--- src/rtl/dbc_pkg.sv ---
// Shared types for the DMA bus ownership requester.
// Assumes: nothing beyond the parameter values chosen by the top module.
package dbc_pkg;

    // Ownership phase of the request/grant/acknowledge sequence.
    typedef enum logic [1:0] {
        H_IDLE = 2'd0,
        H_REQ  = 2'd1,
        H_OWN  = 2'd2
    } hs_state_t;

    // Phase of one word cycle driven while the bus is owned.
    typedef enum logic [2:0] {
        E_IDLE   = 3'd0,
        E_ADDR   = 3'd1,
        E_STRB   = 3'd2,
        E_SAMPLE = 3'd3,
        E_NEG    = 3'd4
    } xfer_state_t;

endpackage

--- src/rtl/dbc_handshake.sv ---
// Request/grant/acknowledge sequencer.
// Raises the request when a command is accepted, and claims the bus once the
// grant is present and the previous owner has let go of its strobe and
// acknowledge. Hands the bus back when the transfer engine reports the end.
// Assumes: accept is only raised while busy is low; the grant is not withdrawn
// while the request is pending.
module dbc_handshake
    import dbc_pkg::*;
(
    input  logic clk,
    input  logic rst_n,
    input  logic accept,
    input  logic bg_n,
    input  logic bus_as_n,
    input  logic bus_dtack_n,
    input  logic xfer_done,
    output logic br_n,
    output logic bgack_n,
    output logic busy
);

    hs_state_t st_q;
    logic      br_q;
    logic      ack_q;
    logic      bus_free;

    // The previous owner has fully let go of the bus.
    always_comb bus_free = bus_as_n && bus_dtack_n;

    // Ownership sequence with registered request and acknowledge lines.
    always_ff @(posedge clk) begin
        if (!rst_n) begin
            st_q  <= H_IDLE;
            br_q  <= 1'b1;
            ack_q <= 1'b1;
        end else begin
            case (st_q)
                H_IDLE: begin
                    if (accept) begin
                        st_q <= H_REQ;
                        br_q <= 1'b0;
                    end
                end
                H_REQ: begin
                    if (!bg_n && bus_free) begin
                        st_q  <= H_OWN;
                        br_q  <= 1'b1;
                        ack_q <= 1'b0;
                    end
                end
                H_OWN: begin
                    if (xfer_done) begin
                        st_q  <= H_IDLE;
                        ack_q <= 1'b1;
                    end
                end
                default: begin
                    st_q  <= H_IDLE;
                    br_q  <= 1'b1;
                    ack_q <= 1'b1;
                end
            endcase
        end
    end

    // Drive the handshake outputs from the registered state.
    always_comb begin
        br_n    = br_q;
        bgack_n = ack_q;
        busy    = (st_q != H_IDLE);
    end

endmodule

--- src/rtl/dbc_xfer.sv ---
// Word-cycle engine.
// Holds the loaded command and, while ownership is held, runs one word cycle
// after another: address, strobes until acknowledge, one sample cycle, then
// strobe release. Reports the end of the last cycle through done.
// Assumes: load and own are never high together; the acknowledge stays low
// until the strobes have been released.
module dbc_xfer
    import dbc_pkg::*;
#(
    parameter int ADDR_W = 16,
    parameter int DATA_W = 16,
    parameter int CNT_W  = 8
) (
    input  logic              clk,
    input  logic              rst_n,
    input  logic              load,
    input  logic [CNT_W-1:0]  load_cnt,
    input  logic [ADDR_W-1:0] load_addr,
    input  logic              load_wr,
    input  logic [DATA_W-1:0] load_fill,
    input  logic              own,
    input  logic              dtack_n,
    input  logic [DATA_W-1:0] data_i,
    output logic [ADDR_W-1:0] addr_o,
    output logic              as_n,
    output logic              ds_n,
    output logic              rw_n,
    output logic              is_write,
    output logic [DATA_W-1:0] data_o,
    output logic [DATA_W-1:0] rd_data,
    output logic              rd_valid,
    output logic              done
);

    localparam logic [CNT_W-1:0] CNT_ONE = CNT_W'(1);

    xfer_state_t       st_q;
    logic [CNT_W-1:0]  rem_q;
    logic [ADDR_W-1:0] addr_q;
    logic [DATA_W-1:0] fill_q;
    logic [DATA_W-1:0] rdat_q;
    logic              wr_q;
    logic              armed_q;
    logic              rvld_q;
    logic              last;

    // The cycle being released is the final one of the burst.
    always_comb last = (rem_q == CNT_ONE);

    // Command storage and word-cycle sequencing.
    always_ff @(posedge clk) begin
        if (!rst_n) begin
            st_q    <= E_IDLE;
            rem_q   <= '0;
            addr_q  <= '0;
            fill_q  <= '0;
            rdat_q  <= '0;
            wr_q    <= 1'b0;
            armed_q <= 1'b0;
            rvld_q  <= 1'b0;
        end else begin
            rvld_q <= 1'b0;
            case (st_q)
                E_IDLE: begin
                    if (load) begin
                        rem_q   <= load_cnt;
                        addr_q  <= load_addr;
                        fill_q  <= load_fill;
                        wr_q    <= load_wr;
                        armed_q <= 1'b1;
                    end else if (armed_q && own) begin
                        armed_q <= 1'b0;
                        st_q    <= E_ADDR;
                    end
                end
                E_ADDR: st_q <= E_STRB;
                E_STRB: begin
                    if (!dtack_n) st_q <= E_SAMPLE;
                end
                E_SAMPLE: begin
                    if (!wr_q) begin
                        rdat_q <= data_i;
                        rvld_q <= 1'b1;
                    end
                    st_q <= E_NEG;
                end
                E_NEG: begin
                    rem_q <= rem_q - CNT_ONE;
                    if (last) begin
                        st_q <= E_IDLE;
                    end else begin
                        addr_q <= addr_q + ADDR_W'(1);
                        st_q   <= E_ADDR;
                    end
                end
                default: st_q <= E_IDLE;
            endcase
        end
    end

    // Decode strobes and the done pulse from the registered cycle phase.
    always_comb begin
        as_n     = !((st_q == E_STRB) || (st_q == E_SAMPLE));
        ds_n     = !((st_q == E_STRB) || (st_q == E_SAMPLE));
        rw_n     = !wr_q;
        is_write = wr_q;
        addr_o   = addr_q;
        data_o   = fill_q;
        rd_data  = rdat_q;
        rd_valid = rvld_q;
        done     = (st_q == E_NEG) && last;
    end

endmodule

--- src/rtl/dbc_drive_en.sv ---
// Output-enable generation for the shared bus lines.
// Enables follow the ownership acknowledge so nothing is driven outside the
// owned window; write data is only enabled on write bursts.
// Assumes: bgack_n comes straight from a register.
module dbc_drive_en (
    input  logic bgack_n,
    input  logic is_write,
    output logic addr_oe,
    output logic strb_oe,
    output logic data_oe
);

    // Gate every enable with ownership.
    always_comb begin
        addr_oe = !bgack_n;
        strb_oe = !bgack_n;
        data_oe = !bgack_n && is_write;
    end

endmodule

--- src/rtl/dma_bus_claim.sv ---
// DMA bus ownership requester, top level.
// Accepts a burst command, borrows the bus through the request/grant/
// acknowledge sequence, runs the word cycles and hands the bus back.
// Assumes: a slave that holds its acknowledge until the strobes negate, and a
// processor that keeps the grant until it has seen the acknowledge.
module dma_bus_claim #(
    parameter int ADDR_W = 16,
    parameter int DATA_W = 16,
    parameter int CNT_W  = 8
) (
    input  logic              clk,
    input  logic              rst_n,
    input  logic              go,
    input  logic [CNT_W-1:0]  go_count,
    input  logic [ADDR_W-1:0] go_addr,
    input  logic              go_write,
    input  logic [DATA_W-1:0] go_fill,
    output logic              busy,
    output logic              br_n,
    input  logic              bg_n,
    output logic              bgack_n,
    input  logic              bus_as_n,
    input  logic              bus_dtack_n,
    output logic [ADDR_W-1:0] addr_o,
    output logic              addr_oe,
    output logic              as_n,
    output logic              ds_n,
    output logic              rw_n,
    output logic              strb_oe,
    output logic [DATA_W-1:0] data_o,
    output logic              data_oe,
    input  logic [DATA_W-1:0] data_i,
    output logic [DATA_W-1:0] rd_data,
    output logic              rd_valid
);

    logic accept;
    logic xfer_done;
    logic is_write;

    // Take a command only when idle and when it asks for at least one cycle.
    always_comb accept = go && (go_count != '0) && !busy;

    dbc_handshake u_hs (
        .clk         (clk),
        .rst_n       (rst_n),
        .accept      (accept),
        .bg_n        (bg_n),
        .bus_as_n    (bus_as_n),
        .bus_dtack_n (bus_dtack_n),
        .xfer_done   (xfer_done),
        .br_n        (br_n),
        .bgack_n     (bgack_n),
        .busy        (busy)
    );

    dbc_xfer #(
        .ADDR_W (ADDR_W),
        .DATA_W (DATA_W),
        .CNT_W  (CNT_W)
    ) u_xfer (
        .clk       (clk),
        .rst_n     (rst_n),
        .load      (accept),
        .load_cnt  (go_count),
        .load_addr (go_addr),
        .load_wr   (go_write),
        .load_fill (go_fill),
        .own       (!bgack_n),
        .dtack_n   (bus_dtack_n),
        .data_i    (data_i),
        .addr_o    (addr_o),
        .as_n      (as_n),
        .ds_n      (ds_n),
        .rw_n      (rw_n),
        .is_write  (is_write),
        .data_o    (data_o),
        .rd_data   (rd_data),
        .rd_valid  (rd_valid),
        .done      (xfer_done)
    );

    dbc_drive_en u_en (
        .bgack_n  (bgack_n),
        .is_write (is_write),
        .addr_oe  (addr_oe),
        .strb_oe  (strb_oe),
        .data_oe  (data_oe)
    );

endmodule

--- config.mk ---
export PLATFORM = sky130hd
export DESIGN_NAME = dma_bus_claim
export DESIGN_NICKNAME = d
export VERILOG_FILES = /design/src/rtl/dbc_pkg.sv /design/src/rtl/dbc_handshake.sv /design/src/rtl/dbc_xfer.sv /design/src/rtl/dbc_drive_en.sv /design/src/rtl/dma_bus_claim.sv
export SDC_FILE = /design/constraint.sdc
export NUM_CORES = 1
export LEC_CHECK = 0
export BUFFER_PORTS_ARGS = -buffer_cell sky130_fd_sc_hd__buf_2
export CELL_PAD_IN_SITES_DETAIL_PLACEMENT = 0
export CELL_PAD_IN_SITES_GLOBAL_PLACEMENT = 1
export CORE_MARGIN = 8
export CORE_UTILIZATION = 25
export CTS_BUF_LIST = sky130_fd_sc_hd__clkbuf_4 sky130_fd_sc_hd__clkbuf_8
export CTS_CLUSTER_SIZE = 8
export DETAILED_ROUTE_END_ITERATION = 6
export HOLD_SLACK_MARGIN = 0.06
export PLACE_DENSITY = 0.58
export SYNTH_ARGS = -nofsm -noshare
export SYNTH_HDL_FRONTEND = slang
export SYNTH_SLANG_ARGS = --single-unit
--- constraint.sdc ---
create_clock -name clk -period 2.05 [get_ports clk]
set_input_delay 0.41 -clock clk [delete_from_list [all_inputs] [get_ports clk]]
set_output_delay 0.41 -clock clk [all_outputs]
set_load 0.03 [all_outputs]
**After elaboration in Yosys (flattened, before gate mapping)**

Index checks and enable logic that the tools add are counted.

- Register bits after elaboration: 66
- Input bits: 63
- Output and inout bits: 58
- Word-level logic and storage cells: 83

- Add/sub/neg operators: 2
- Equality and inequality tests: 15
- Mux-type cells: 23
- Bitwise gates (word level): 3
- Reduce and logical (&&, ||, !) cells: 29

Operator list:

| operator | count |
|---|---|
| 2-to-1 mux 16 bit | 2 |
| one-hot mux 16 bit (2 select lines) | 1 |
| adder 16 x 1 -> 16 bit, second input constant | 1 |
| one-hot mux 8 bit (2 select lines) | 1 |
| one-hot mux 3 bit (5 select lines) | 1 |
| AND reduction 3 bit | 5 |
| != test 2 bit, second input constant | 5 |
| AND reduction 2 bit | 5 |
| 2-to-1 mux 3 bit | 3 |
| == test 8 x 1 -> 1 bit, second input constant | 1 |
| 2-to-1 mux 1 bit | 8 |
| 2-to-1 mux 8 bit | 1 |
| nonzero test 8 bit | 1 |
| subtractor 8 x 1 -> 8 bit, second input constant | 1 |
| logical AND 1 bit | 7 |
| == test 3 x 2 -> 1 bit, second input constant | 2 |
| 2-to-1 mux 2 bit | 3 |
| != test 2 x 1 -> 1 bit, second input constant | 3 |
| one-hot mux 1 bit (3 select lines) | 2 |
| one-hot mux 2 bit (3 select lines) | 1 |
| nonzero test 2 bit | 3 |
| zero test 1 bit | 5 |
| == test 3 x 1 -> 1 bit, second input constant | 1 |
| == test 3 bit, second input constant | 1 |
| other kinds (6) | 8 |

**Logic depth before layout (Yosys ltp)**

- Depth after elaboration: 5
- Gate-level depth with buffers: 7
- Depth with buffers taken out: 5

**By module**

A second synthesis with hierarchy kept.

- Cells, all modules: 385
- Area, all modules: 3052.9 um^2

Modules (own cells, without submodules):

| module | times used | cells each | area an instance (um^2) | sequential area each (um^2) |
|---|---|---|---|---|
| dbc_xfer | 1 | 358 | 2821.5 | 1241.2 |
| dbc_handshake | 1 | 19 | 173.9 | 80.1 |
| dma_bus_claim | 1 | 5 | 40.0 | 0.0 |
| dbc_drive_en | 1 | 3 | 17.5 | 0.0 |

**Worst setup path after synthesis**

OpenSTA, ideal clock, no wires.

- Kind: register to register
- Start: register u_xfer.addr_q[1], in the netlist u_xfer.addr_o[1]
- End: register u_xfer.addr_q[12], in the netlist u_xfer.addr_o[12]
- Setup time: 0.092 ns
- Data arrival time: 1.739 ns
- Required time: 1.958 ns
- Slack: 0.219 ns
- Stages on the path, launching flop included: 7
- Buffers on the path: 1
- Period minus slack after synthesis: 1.831 ns
- Cells stage by stage: dfxtp_1 ha_1 and4_1 clkbuf_1 nand4_1 o31a_1 o32ai_1

- Longest elaborated chain between the ends: 3

Ends and longest elaborated chain:

| item | line | source |
|---|---|---|
| start, declared | dbc_xfer.sv:39 | `logic [ADDR_W-1:0] addr_q;` |
| start signal, assigned | dbc_xfer.sv:67 | `addr_q <= load_addr;` |
| start signal, assigned | dbc_xfer.sv:92 | `addr_q <= addr_q + ADDR_W'(1);` |
| adder 16 x 1 -> 16 bit | dbc_xfer.sv:92 |  |
| 2-to-1 mux 16 bit | dbc_xfer.sv:89 | `if (last) begin` |
| one-hot mux 16 bit (2 select lines) | dbc_xfer.sv:63 | `case (st_q)` |

No other way between the ends. The select of a mux whose other input is x is not followed.
A chain may end at the register's enable or synchronous reset.

**Worst setup path in the final report**

- Start: register u_xfer.st_q[0]
- End: register u_xfer.addr_q[5], in the netlist u_xfer.addr_o[5]

- Longest elaborated chain between the ends: 3
- Elaborated cells on any way between the ends: 7
- Classes of those cells: eq/ne: 3; mux: 1; reduce/logical: 3

Ends and longest elaborated chain:

| item | line | source |
|---|---|---|
| start, declared | dbc_xfer.sv:37 | `xfer_state_t st_q;` |
| start signal, assigned | dbc_xfer.sv:53 | `st_q <= E_IDLE;` |
| start signal, assigned | dbc_xfer.sv:73 | `st_q <= E_ADDR;` |
| start signal, assigned | dbc_xfer.sv:76 | `E_ADDR: st_q <= E_STRB;` |
| == test 3 bit or zero test 3 bit (tied branches) | dbc_xfer.sv:63 |  |
| != test 2 bit (no line) or nonzero test 2 bit (tied branches) | -- |  |
| AND reduction 3 bit (no line) | -- |  |

Several ways; a longest one is shown, not always the timed one.

==> out/results.ini <==
[yosys]
synth-simple-area-share_pct = 24.8
synth-edff-count = 0
yosysWarningCount = 0
syn_inst = 390
yosysSeqAreaShare_pct = 42.5
syn_area_sq_mm = 0.00311
ys.flop_type = dfxtp_1
synthTopCellsByArea = dfxtp_1, nand2_1, a21oi_1
synth_top_family_by_area = compound AO/OA/AOI/OAI gates
async_reset_ff_share_pct = 0
synth.distinct_cells = 57
syn-num-nets = 456
synth_compound_area_share_pct = 24.8
synth_xor_area_share_pct = 0.281
synth_top_area_share_pct = 42.5
synth_largest_area_cell = dfxtp_1
yosys_register_bits = 66
synth.area.mux_share_pct = 0
synthAdderAreaFrac_pct = 1.21
avgSynthCellArea_sq_um = 7.98

[global_routing]
grt_max_degree = 59
overflow = 0
grt_pass1_vias = 3262
grt.total_usage_pct = 13.3
grt_antenna_before_repair = 0
grt_pass1_wl_mm = 17.1

[sta]
setup_slack_ns = 0.199
rsz0062_at_grt = false
clock.fmax_mhz = 540
drv_slew = 0
period_share_pct = 90.3
relSlewSlack_pct = 58.9
tightestPinTransition_ns = 0.617
finalSetupTns_ns = 0
min_period_ns = 1.85
hold_ws_ns = 0.288
finClkSkew_ns = 0.0101
hold_viol = 0
finalSetupViolCount = 0

[place]
dpl_worst_slack_ns = 0.0152
io_buffers = 120
place_hpwl_mm = 7.88
place.gp.congestion = 0.761

[cells_and_area]
n_antenna_cell = 0
drive_gt1_share_pct = 32.5
syn_to_final_growth_pct = 33.8
ff_latch_area_sq_mm = 0.00132
finalNetCount = 574
multi_input_comb_area_sq_mm = 0.00159
n_fill_cell = 1289

[power]
p_leak_nw = 1.77
ir_drop_mv = 0.355
power_density_mw_per_mm2 = 789
p_total_mw = 3.29

[clock_network]
clkTransAtPathRegs_ns = 0.07
worst_skew_pair.late_latency_ns = 0.35
cts.path.max_buffers = 2
htreeDepth = 3
cts_setup_buffers = 0
cts_tree = yes
cts_sinks = 66
cts_inserted_buffers = 9
cts_resized = 0
clock-root-buffer = clkbuf_8
hold_buffers = 0

[setup_path]
worstPathArrival_ns = 2.11
cp_cell_sequence = or3b_1 > buf_4 > nor4_1 > a21oi_1 > o32ai_1
worst_path_max_delay_cell = or3b_1
critPathLaunch = u_xfer.st_q[0]$_SDFFE_PN0P_
criticalPathCategory = reg2reg
crit_path_end_kind = flop
crit_path_max_incr_delay_ns = 0.47
reg2reg_from = u_xfer.st_q[0]$_SDFFE_PN0P_
start_kind = flop
crit_fanout = 24
required_ns = 2.31

[floorplan]
die_area_sq_mm = 0.0163
row_count = 40
die_w_microns = 128
fp.dieH_microns = 128
coreArea_sq_mm = 0.0121
initial_core_util_pct = 25.8
io_pins = 121

[drt]
wl_per_cell_microns = 15.9
num_vias = 3227
first_pass_iters = 4
wl_mm = 10.8
avgViaCountPerCell = 4.75
remaining_drc_errors = 0
ant_nets = 0
first_iter_violations = 162

[flow_run]
drv_cap = 0

[min_path]
hold_path_startpoint = go_fill[13]
min_path_type = in2reg

[status]
status = finished clean

## per-stage QoR
stage / utilization [%] / area [sq um] / std cells
floorplan: - / 3110 / 390
global placement: 32.8 / 3950 / 665
detailed placement: 32.8 / 3950 / 665
CTS: 34.5 / 4160 / 679
global route: 34.5 / 4160 / 679
finish: 34.5 / 4160 / 679
## final cells by class
type | instances | area share (%)
tap | 168 | 5.05
timing repair buffer | 139 | 19.1
multi-input combinational | 282 | 38.2
inverter | 10 | 0.901
clock buffer | 11 | 3.49
clock inverter | 3 | 1.56
sequential | 66 | 31.7
## routing by layer
metal  global-route usage [%]  vias to the layer above  wire [microns]
li1                         -                     1637               -
met1                     15.9                     1497            4910
met2                     21.2                       78            5060
met3                     4.08                       15             617
met4                     6.30                        0             208
met5                        0                        -               0
## where the power goes
part	total, mW	switching, mW	internal, mW
combinational	0.636	0.384	0.252
clock	1.21	0.495	0.716
sequential	1.44	0.0785	1.36
total	3.29	0.957	2.33
## kinds of logic (layout without fill, tap and decap cells)
family | after synthesis | in the layout
flops | 66 | 66
simple gates | 164 | 164
compound gates | 114 | 114
xor+xnor | 1 | 1
buf+inv | 42 | 163
fa+ha+maj | 3 | 3
## Yosys cell counts (all sizes together) (4+ instances only)
cell and n:
nor2 14, inv 10, nor3b 4, a21oi 52, nand3 10, and2 4, o32ai 8, a22oi 11
dfxtp 66, clkbuf 16, o21ai 5, o22ai 6, o31a 6, a31oi 4, buf 16, nor3 11
nand4 7, nand2 96
## sequential cells by signal, indices dropped and copies added (netlist names)
| register | flops |
|---|---|
| u_xfer.rd_valid | 1 |
| u_xfer.is_write | 1 |
| u_xfer.rem_q | 8 |
| u_xfer.armed_q | 1 |
| u_xfer.data_o | 16 |
| u_xfer.st_q | 3 |
| u_hs.bgack_n | 1 |
| u_hs.st_q | 2 |
| u_xfer.addr_o | 16 |
| u_xfer.rd_data | 16 |
| u_hs.br_n | 1 |
## path summary, 6_finish.rpt
| kind | endpoint | slack [ns] | cells after the start |
|---|---|---|---|
| worst max-delay path | u_xfer.addr_o[5]$_SDFFE_PN0P_ | 0.20 | 5 |
| worst min-delay path | u_xfer.data_o[13]$_SDFFE_PN0P_ | 0.29 | 3 |
| worst max register to register | u_xfer.addr_o[5]$_SDFFE_PN0P_ | 0.20 | 5 |
| worst min register to register | u_xfer.rd_data[5]$_SDFFE_PN0P_ | 0.45 | 2 |
## critical path, delay by kind of cell, from the launching register on
| family | cells | cell delay [ns] |
|---|---|---|
| DFF | 1 | 0.39 |
| and+or+nand+nor | 2 | 0.84 |
| buffers and inverters | 1 | 0.24 |
| AOI/OAI and AO/OA | 2 | 0.28 |
## cell usage in the layout (no fill, tap or decap), drive strengths merged, types with 3 or more instances in the layout
cell	count
clkbuf	11
buf	139
nor2	14
nor3	11
inv	10
nand2	96
o32ai	8
ha	3
dfxtp	66
and4	3
o21ai	5
o31a	6
a22oi	11
and2	4
a21oi	52
nand4	7
a31oi	4
o22ai	6
nand3	10
nor3b	4
or4	3
Power figures use the tool's default switching activity.
